[config.mk]
export PLATFORM = sky130hd
export DESIGN_NAME = spi_sck_gen
export DESIGN_NICKNAME = d
export VERILOG_FILES = /design/src/rtl/sck_gen_pkg.sv /design/src/rtl/sck_cfg_hold.sv /design/src/rtl/sck_half_timer.sv /design/src/rtl/sck_strobe_gen.sv /design/src/rtl/spi_sck_gen.sv
export SDC_FILE = /design/constraint.sdc
export NUM_CORES = 1
export LEC_CHECK = 0
export BUFFER_PORTS_ARGS = -buffer_cell sky130_fd_sc_hd__clkbuf_2
export CORE_ASPECT_RATIO = 1.2
export CORE_MARGIN = 2
export CORE_UTILIZATION = 40
export CTS_CLUSTER_SIZE = 10
export DETAILED_ROUTE_END_ITERATION = 8
export SLEW_MARGIN = 25
export SYNTH_ARGS = -nofsm -noshare
export SYNTH_HDL_FRONTEND = slang
export SYNTH_SLANG_ARGS = --single-unit
export TNS_END_PERCENT = 20
[constraint.sdc]
create_clock -name clk -period 9.7 [get_ports clk]
set_input_delay 1.94 -clock clk [delete_from_list [all_inputs] [get_ports clk]]
set_output_delay 1.94 -clock clk [all_outputs]
set_load 0.05 [all_outputs]
[src/rtl/sck_gen_pkg.sv]
package sck_gen_pkg;
  typedef struct packed {
    logic in_cpha;
    logic out_cpha;
    logic cpol;
  } sig_mode_t;
endpackage

[src/rtl/sck_cfg_hold.sv]
module sck_cfg_hold
  import sck_gen_pkg::*;
#(
  parameter int DIV_W = 8
) (
  input  logic             clk,
  input  logic             rst_n,
  input  logic             capture,
  input  logic [DIV_W-1:0] div_in,
  input  sig_mode_t        mode_in,
  output logic [DIV_W-1:0] div_out,
  output sig_mode_t        mode_out
);
  logic [DIV_W-1:0] div_q;
  sig_mode_t        mode_q;

  always_ff @(posedge clk or negedge rst_n) begin
    if (!rst_n) begin
      div_q  <= '0;
      mode_q <= '0;
    end else if (capture) begin
      div_q  <= div_in;
      mode_q <= mode_in;
    end
  end

  // while idle the live inputs are used, during a run the held copy
  assign div_out  = capture ? div_in : div_q;
  assign mode_out = capture ? mode_in : mode_q;
endmodule

[src/rtl/sck_half_timer.sv]
module sck_half_timer #(
  parameter int W = 8
) (
  input  logic         clk,
  input  logic         rst_n,
  input  logic         load,
  input  logic [W-1:0] load_val,
  output logic         expire
);
  logic [W-1:0] cnt_q;

  always_ff @(posedge clk or negedge rst_n) begin
    if (!rst_n) begin
      cnt_q <= '0;
    end else if (load) begin
      cnt_q <= load_val;
    end else if (cnt_q != '0) begin
      cnt_q <= cnt_q - 1'b1;
    end
  end

  assign expire = (cnt_q == '0);
endmodule

[src/rtl/sck_strobe_gen.sv]
module sck_strobe_gen (
  input  logic clk,
  input  logic rst_n,
  input  logic clear,
  input  logic fire,
  input  logic leading,
  input  logic out_cpha,
  input  logic in_cpha,
  output logic drive_stb,
  output logic sample_stb
);
  logic drive_d, sample_d;

  always_comb begin
    drive_d  = fire && (leading ? out_cpha : !out_cpha);
    sample_d = fire && (leading ? !in_cpha : in_cpha);
  end

  always_ff @(posedge clk or negedge rst_n) begin
    if (!rst_n) begin
      drive_stb  <= 1'b0;
      sample_stb <= 1'b0;
    end else if (clear) begin
      drive_stb  <= 1'b0;
      sample_stb <= 1'b0;
    end else begin
      drive_stb  <= drive_d;
      sample_stb <= sample_d;
    end
  end
endmodule

[src/rtl/spi_sck_gen.sv]
module spi_sck_gen
  import sck_gen_pkg::*;
#(
  parameter int DIV_W = 8,
  parameter int CNT_W = 16
) (
  input  logic             clk,
  input  logic             rst_n,
  input  logic             en,
  input  logic [DIV_W-1:0] div_val,
  input  logic [2:0]       sig_mode,
  input  logic             run,
  output logic             sck,
  output logic             drive_stb,
  output logic             sample_stb,
  output logic             running,
  output logic [CNT_W-1:0] clk_count
);
  localparam int LEN_W = DIV_W + 1;
  localparam logic [LEN_W-1:0] FULL_RATIO = LEN_W'(1) << DIV_W;

  function automatic logic [LEN_W-1:0] phase_len(input logic [DIV_W-1:0] d,
                                                 input logic lvl);
    logic [LEN_W-1:0] n, hi, lo;
    n  = (d == '0) ? FULL_RATIO : {1'b0, d};
    hi = n >> 1;
    lo = n - hi;
    if (hi == '0) hi = LEN_W'(1);
    return lvl ? hi : lo;
  endfunction

  logic [DIV_W-1:0] cur_div;
  sig_mode_t        cur_mode;
  logic             expire, at_boundary, at_idle_lvl, stop_now, toggle, start;
  logic             tmr_load;
  logic [LEN_W-1:0] next_len;
  logic [DIV_W-1:0] tmr_val;

  sck_cfg_hold #(.DIV_W(DIV_W)) u_cfg (
    .clk      (clk),
    .rst_n    (rst_n),
    .capture  (!running),
    .div_in   (div_val),
    .mode_in  (sig_mode_t'(sig_mode)),
    .div_out  (cur_div),
    .mode_out (cur_mode)
  );

  always_comb begin
    at_boundary = running && expire;
    at_idle_lvl = (sck == cur_mode.cpol);
    stop_now    = at_boundary && at_idle_lvl && !run;
    toggle      = en && at_boundary && !stop_now;
    start       = en && run && !running;
    tmr_load    = start || toggle;
    next_len    = phase_len(cur_div, start ? cur_mode.cpol : !sck);
    tmr_val     = DIV_W'(next_len - LEN_W'(1));
  end

  sck_half_timer #(.W(DIV_W)) u_timer (
    .clk      (clk),
    .rst_n    (rst_n),
    .load     (tmr_load),
    .load_val (tmr_val),
    .expire   (expire)
  );

  sck_strobe_gen u_strobe (
    .clk        (clk),
    .rst_n      (rst_n),
    .clear      (!en),
    .fire       (toggle),
    .leading    (at_idle_lvl),
    .out_cpha   (cur_mode.out_cpha),
    .in_cpha    (cur_mode.in_cpha),
    .drive_stb  (drive_stb),
    .sample_stb (sample_stb)
  );

  always_ff @(posedge clk or negedge rst_n) begin
    if (!rst_n) begin
      running   <= 1'b0;
      sck       <= 1'b0;
      clk_count <= '0;
    end else if (!en) begin
      running <= 1'b0;
      sck     <= sig_mode[0];
    end else if (!running) begin
      sck <= sig_mode[0];
      if (run) begin
        running   <= 1'b1;
        clk_count <= '0;
      end
    end else if (stop_now) begin
      running <= 1'b0;
    end else if (toggle) begin
      sck <= !sck;
      if (!at_idle_lvl) clk_count <= clk_count + 1'b1;
    end
  end
endmodule

Word-level counts from Yosys, hierarchy flattened. Cells that the tools add are included.

Multiplexer cells: 25. Add/subtract/negate cells: 4. Reduce and logical (&&, ||, !) cells: 24. Equal/unequal tests: 6.

Operator list (count): $mux 16 (5); $mux 8 (5); $add 16x1->16 const B (1); $logic_not 8->1 (2); $sub 8x1->8 const B (2); $mux 1 (13); $logic_and 1x1->1 (9); $logic_not 9->1 (1); $mux 9 (1); $reduce_bool 8->1 (1); $sub 8x8->8 (1); $logic_not 1->1 (6); $reduce_and 5->1 (1); $ne 2x2->1 const B (2); $reduce_bool 2->1 (2); $mux 3 (1); $ne 3x2->1 const B (1); $ne 3x3->1 const B (1); $ne 2x1->1 const B (1); $reduce_and 2->1 (1); $eq 1x1->1 (1); $logic_or 1x1->1 (1).

Input bits: 15. Register bits after elaboration: 39. Output and inout bits: 20.

Depth between registers and ports, before layout.
Word-level depth: 10. Depth in mapped cells: 18.

Modules after synthesis. From an unflattened synthesis, not the netlist that was laid out.

Cell total of the unflattened synthesis: 277. Area total of the unflattened synthesis: 2603.7 µm².

By module, submodules not included: spi_sck_gen (seq. area each 450.4 µm², area each 1597.8 µm², instances 1, cells each 193); sck_half_timer (seq. area each 200.2 µm², area each 476.7 µm², instances 1, cells each 54); sck_cfg_hold (seq. area each 275.3 µm², area each 447.9 µm², instances 1, cells each 23); sck_strobe_gen (seq. area each 50.0 µm², area each 81.3 µm², instances 1, cells each 7).

Worst setup path before layout. No wires, ideal clock.

Path type: input to register. Start: input port div_val[1]. End: register u_timer.cnt_q[7]. Required time: 9.612 ns. Buffers on the path: 0. Slack: 4.851 ns. Library setup time: 0.088 ns. Data arrival time: 4.761 ns. Stages: 16. Cell sequence: mux2_2 > inv_1 > ha_1 > nor4b_1 > nand2_1 > and2_1 > nand2_1 > inv_1 > ha_1 > a21oi_1 > a21oi_1 > or4_4 > a32oi_4 > o211ai_2 > o31ai_1 > nor3b_1.

Longest elaborated chain between the ends: 8. Elaborated cells on any way between the ends: 9.

Ends and longest elaborated chain: start: declaration (line spi_sck_gen.sv:10) `input logic [DIV_W-1:0] div_val,`; $mux 8 *; $logic_not 8->1 (line spi_sck_gen.sv:25) `n = (d == '0) ? FULL_RATIO : {1'b0, d};`; $mux 9 * (line spi_sck_gen.sv:25); parallel branches: the longest is 2 deep, another holds $sub 8x8->8; $mux 8 * (line spi_sck_gen.sv:29) `return lvl ? hi : lo;`; $sub 8x1->8 * (line spi_sck_gen.sv:57) `tmr_val = DIV_W'(next_len - LEN_W'(1));`; $mux 8 * (line sck_half_timer.sv:15) `end else if (load) begin`; end signal: assignment (line sck_half_timer.sv:16) `cnt_q <= load_val;`; end signal: assignment (line sck_half_timer.sv:18) `cnt_q <= cnt_q - 1'b1;`; end: declaration (line sck_half_timer.sv:10) `logic [W-1:0] cnt_q;`.

Mark *: on every way between the ends. A chain may end at the register's enable or synchronous reset.

Final worst setup path.
Start: input port div_val[1]. End: register u_timer.cnt_q[7].

Longest elaborated chain between the ends: 8. Elaborated cells on any way between the ends: 9.

Ends and longest elaborated chain: $mux 8 *; via cur_div[1] (line spi_sck_gen.sv:32) `logic [DIV_W-1:0] cur_div;`; $logic_not 8->1 (line spi_sck_gen.sv:25); $mux 9 * (line spi_sck_gen.sv:25); parallel branches: the longest is 2 deep, another holds $sub 8x8->8; $mux 8 * (line spi_sck_gen.sv:29); $sub 8x1->8 * (line spi_sck_gen.sv:57); $mux 8 * (line sck_half_timer.sv:15).

Mark *: on every way through the listed nets, which the timed path passes.

==> results.py <==
metrics = {
    "run_status": {
        "status": "completed",
    },
    "critical_path": {
        "cp_cell_sequence": "clkbuf_2, mux2_2, inv_1, ha_1, nor4b_1, nand2_1, and2_1, nand2_1, inv_1, ha_1, a21oi_1, a21oi_1, or4_4, a32oi_4, o211ai_2, o31ai_1, nor3b_1",
        "critPathKind": "in2reg",
        "crit_family": "simple AND/OR/NAND/NOR gates",
        "r2r-start": "running",
        "worst_ep_required_time_ps": 9910,
        "max_stage_delay_ps": 500,
        "cp-start-kind": "primary input",
        "path_buf_inv": 3,
        "cp-end-kind": "flop",
        "crit_start": "div_val[1]",
        "crit_arrival_ps": 5170,
        "r2r_setup_slack_ps": 5380,
        "path_max_fanout": 4,
        "cp_slowest_cell": "or4_4",
    },
    "route": {
        "drcViolationCount": 0,
        "first_pass_iters": 4,
        "avgViaCountPerCell": 5.252,
        "via_count": 1938,
        "drtAntennaViolNets": 0,
        "drt_iter0_drc": 88,
        "wl_per_cell_um": 14.49,
        "postRouteWirelength_mm": 5.345,
    },
    "floorplanning": {
        "die_x_um": 76.66,
        "fp.dieH_um": 91.19,
        "pin_count": 35,
        "core_mm2": 0.006090,
        "rows": 31,
        "start_util": 0.4161,
        "dieArea_mm2": 0.006990,
    },
    "yosys": {
        "syn-num-nets": 280,
        "synth-edff-count": 0,
        "synth_top_flop_cell": "dfrtp_1",
        "ys_ff_latch": 39,
        "avgSynthCellArea_um2": 10.09,
        "async_reset_ff_frac": 1.000,
        "synthTopCellsByCount": "dfrtp_1, nor2_1, xor2_1",
        "synth_cells": 251,
        "yosys-top-cells-area": "dfrtp_1, ha_1, xor2_1, nor2_1, mux2i_1",
        "yosysTopAreaCell": "dfrtp_1",
        "ys_types": 63,
        "yosysMostFrequentCell": "dfrtp_1",
        "yosys_warnings": 0,
        "synth_area_mm2": 0.002534,
        "synth_top_area_frac": 0.3852,
        "synth_seq_area_share": 0.3852,
    },
    "layout": {
        "syn_to_final_growth_pct": 12.99,
        "n_fill_cell": 599,
        "nNetsFinal": 315,
        "fin_util": 0.4701,
        "multiInputGateArea_mm2": 0.001450,
        "num_antenna_cells": 0,
        "fin_cells": 369,
        "drive_gt1_frac": 0.2439,
        "regArea_um2": 975.9,
    },
    "timing": {
        "hold_viol_final": 0,
        "period_needed_ps": 4967,
        "final-max-slew-violation-count": 0,
        "skew_ps": 2.541,
        "clock.fmax_mhz": 201.3,
        "fin_hold_ws_ps": 521.0,
        "tightest_slew_ps": 882.2,
        "finalSetupTns_ps": 0,
        "setup_viol": 0,
        "slew_headroom": 0.4119,
        "min_period_over_period": 0.5121,
        "rsz0062_at_grt": "false",
    },
    "grt": {
        "grt_max_degree": 40,
        "track_usage": 0.1589,
        "grt-ovfl-total": 0,
        "grt_antenna_before_repair": 0,
        "grt_pass1_wl_mm": 8.852,
        "grt_pass1_vias": 1847,
    },
    "place": {
        "portBuffers": 34,
        "hpwl_mm": 4.027,
        "place_inst": 361,
        "routabilityCongestion": 0.8111,
    },
    "cts": {
        "cts_tree": "yes",
        "clk_latency_ps": 290,
        "cts_resized": 0,
        "clock_path_buffers": 2,
        "cts-buffers-inserted": 5,
        "root_buffer": "clkbuf_8",
        "cts_sinks": 39,
        "post-cts-setup-buffers": 0,
        "cts.htree.levels": 2,
        "clk_pin_slew_ps": 80,
        "holdBufCountCts": 0,
    },
    "power_and_ir_drop": {
        "peakVddDrop_uv": 64.65,
        "p_per_area_mw_per_mm2": 176.3,
        "leakage_nw": 1.327,
    },
    "run": {
        "drv_cap": 0,
    },
    "worst_hold_path": {
        "min-delay-path-class": "reg2reg",
        "min_from": "u_cfg.mode_q[2]",
    },
}
worst reg2reg max path, delay by kind of cell (launching register included):
kind	cells	cell delay [ps]
multiplexers	1	460
AND/OR/NAND/NOR	6	1400
adder cells (fa/ha/maj)	2	330
AO/OA/AOI/OAI	5	990
flip-flops	1	900
buffers and inverters	2	140
metal layers:
layer | share of wire | vias up | routed length (µm) | GRT usage
li1 | - | 961 | - | -
met1 | 0.45 | 935 | 2412 | 0.1884
met2 | 0.51 | 35 | 2710 | 0.2876
met3 | 0.026 | 7 | 138 | 0.02485
met4 | 0.016 | 0 | 84 | 0.05909
met5 | 0 | - | 0 | 0
placed cells by master, fill, tap and decap left out, types with 5 or more instances in the layout:
cell type,instances
nand2_1,12
mux2_2,5
dfrtp_1,39
clkbuf_8,7
xnor2_1,8
nand4_1,5
nand3_1,11
clkbuf_2,33
inv_1,16
ha_1,13
xor2_1,17
nor2_1,32
a21oi_1,6
o211ai_1,5
mux2i_1,8
through the flow:
| stage | total power, mW | cell area (µm²) | worst slack, ps |
|---|---|---|---|
| 2_1_floorplan | 0.3457 | 2534 | 4851 |
| 3_3_place_gp | 0.3821 | 2759 | 4607 |
| 3_5_place_dp | 0.3853 | 2759 | 4498 |
| 4_1_cts | 0.5097 | 2863 | 4763 |
| 5_1_grt | 0.5368 | 2863 | 4524 |
| 6_report | 0.5047 | 2863 | 4733 |
cell type report:
class,count,area share
Timing Repair Buffer,34,0.05944
Sequential cell,39,0.3409
Clock inverter,1,0.002622
Inverter,16,0.02098
Tap cell,82,0.03584
Multi-Input combinational cell,190,0.5066
Clock buffer,7,0.03365
cell families after synthesis:
group / Yosys count / synth area share
and+or+nand+nor: 97 / 0.2173
AOI/OAI and AO/OA: 41 / 0.1427
DFF: 39 / 0.3852
adders and majority gates: 14 / 0.07210
muxes: 13 / 0.05383
buffers and inverters: 22 / 0.04247
xor gates and xnor gates: 25 / 0.08642
worst paths after layout:
| kind | endpoint | cells after the start |
|---|---|---|
| max in group asynchronous | u_cfg.mode_q[0] | 1 |
| setup / recovery | u_timer.cnt_q[7] | 17 |
| hold / removal | u_cfg.mode_q[2] | 1 |
| min in group asynchronous | clk_count[3] | 1 |
| setup reg to reg | u_timer.cnt_q[7] | 16 |
| hold reg to reg | u_cfg.mode_q[2] | 1 |
sequential cells by signal (all words and copies together), names as in the netlist:
name	flops
u_strobe.sample_stb	1
sck	1
u_cfg.mode_q	3
u_cfg.div_q	8
clk_count	16
u_strobe.drive_stb	1
u_timer.cnt_q	8
running	1
report_power, final:
part	total [mW]	internal [mW]	switching, mW
sequential	0.211	0.187	0.0243
clock	0.124	0.0647	0.0590
combinational	0.170	0.0720	0.0980
Power figures use the tool's default switching activity.
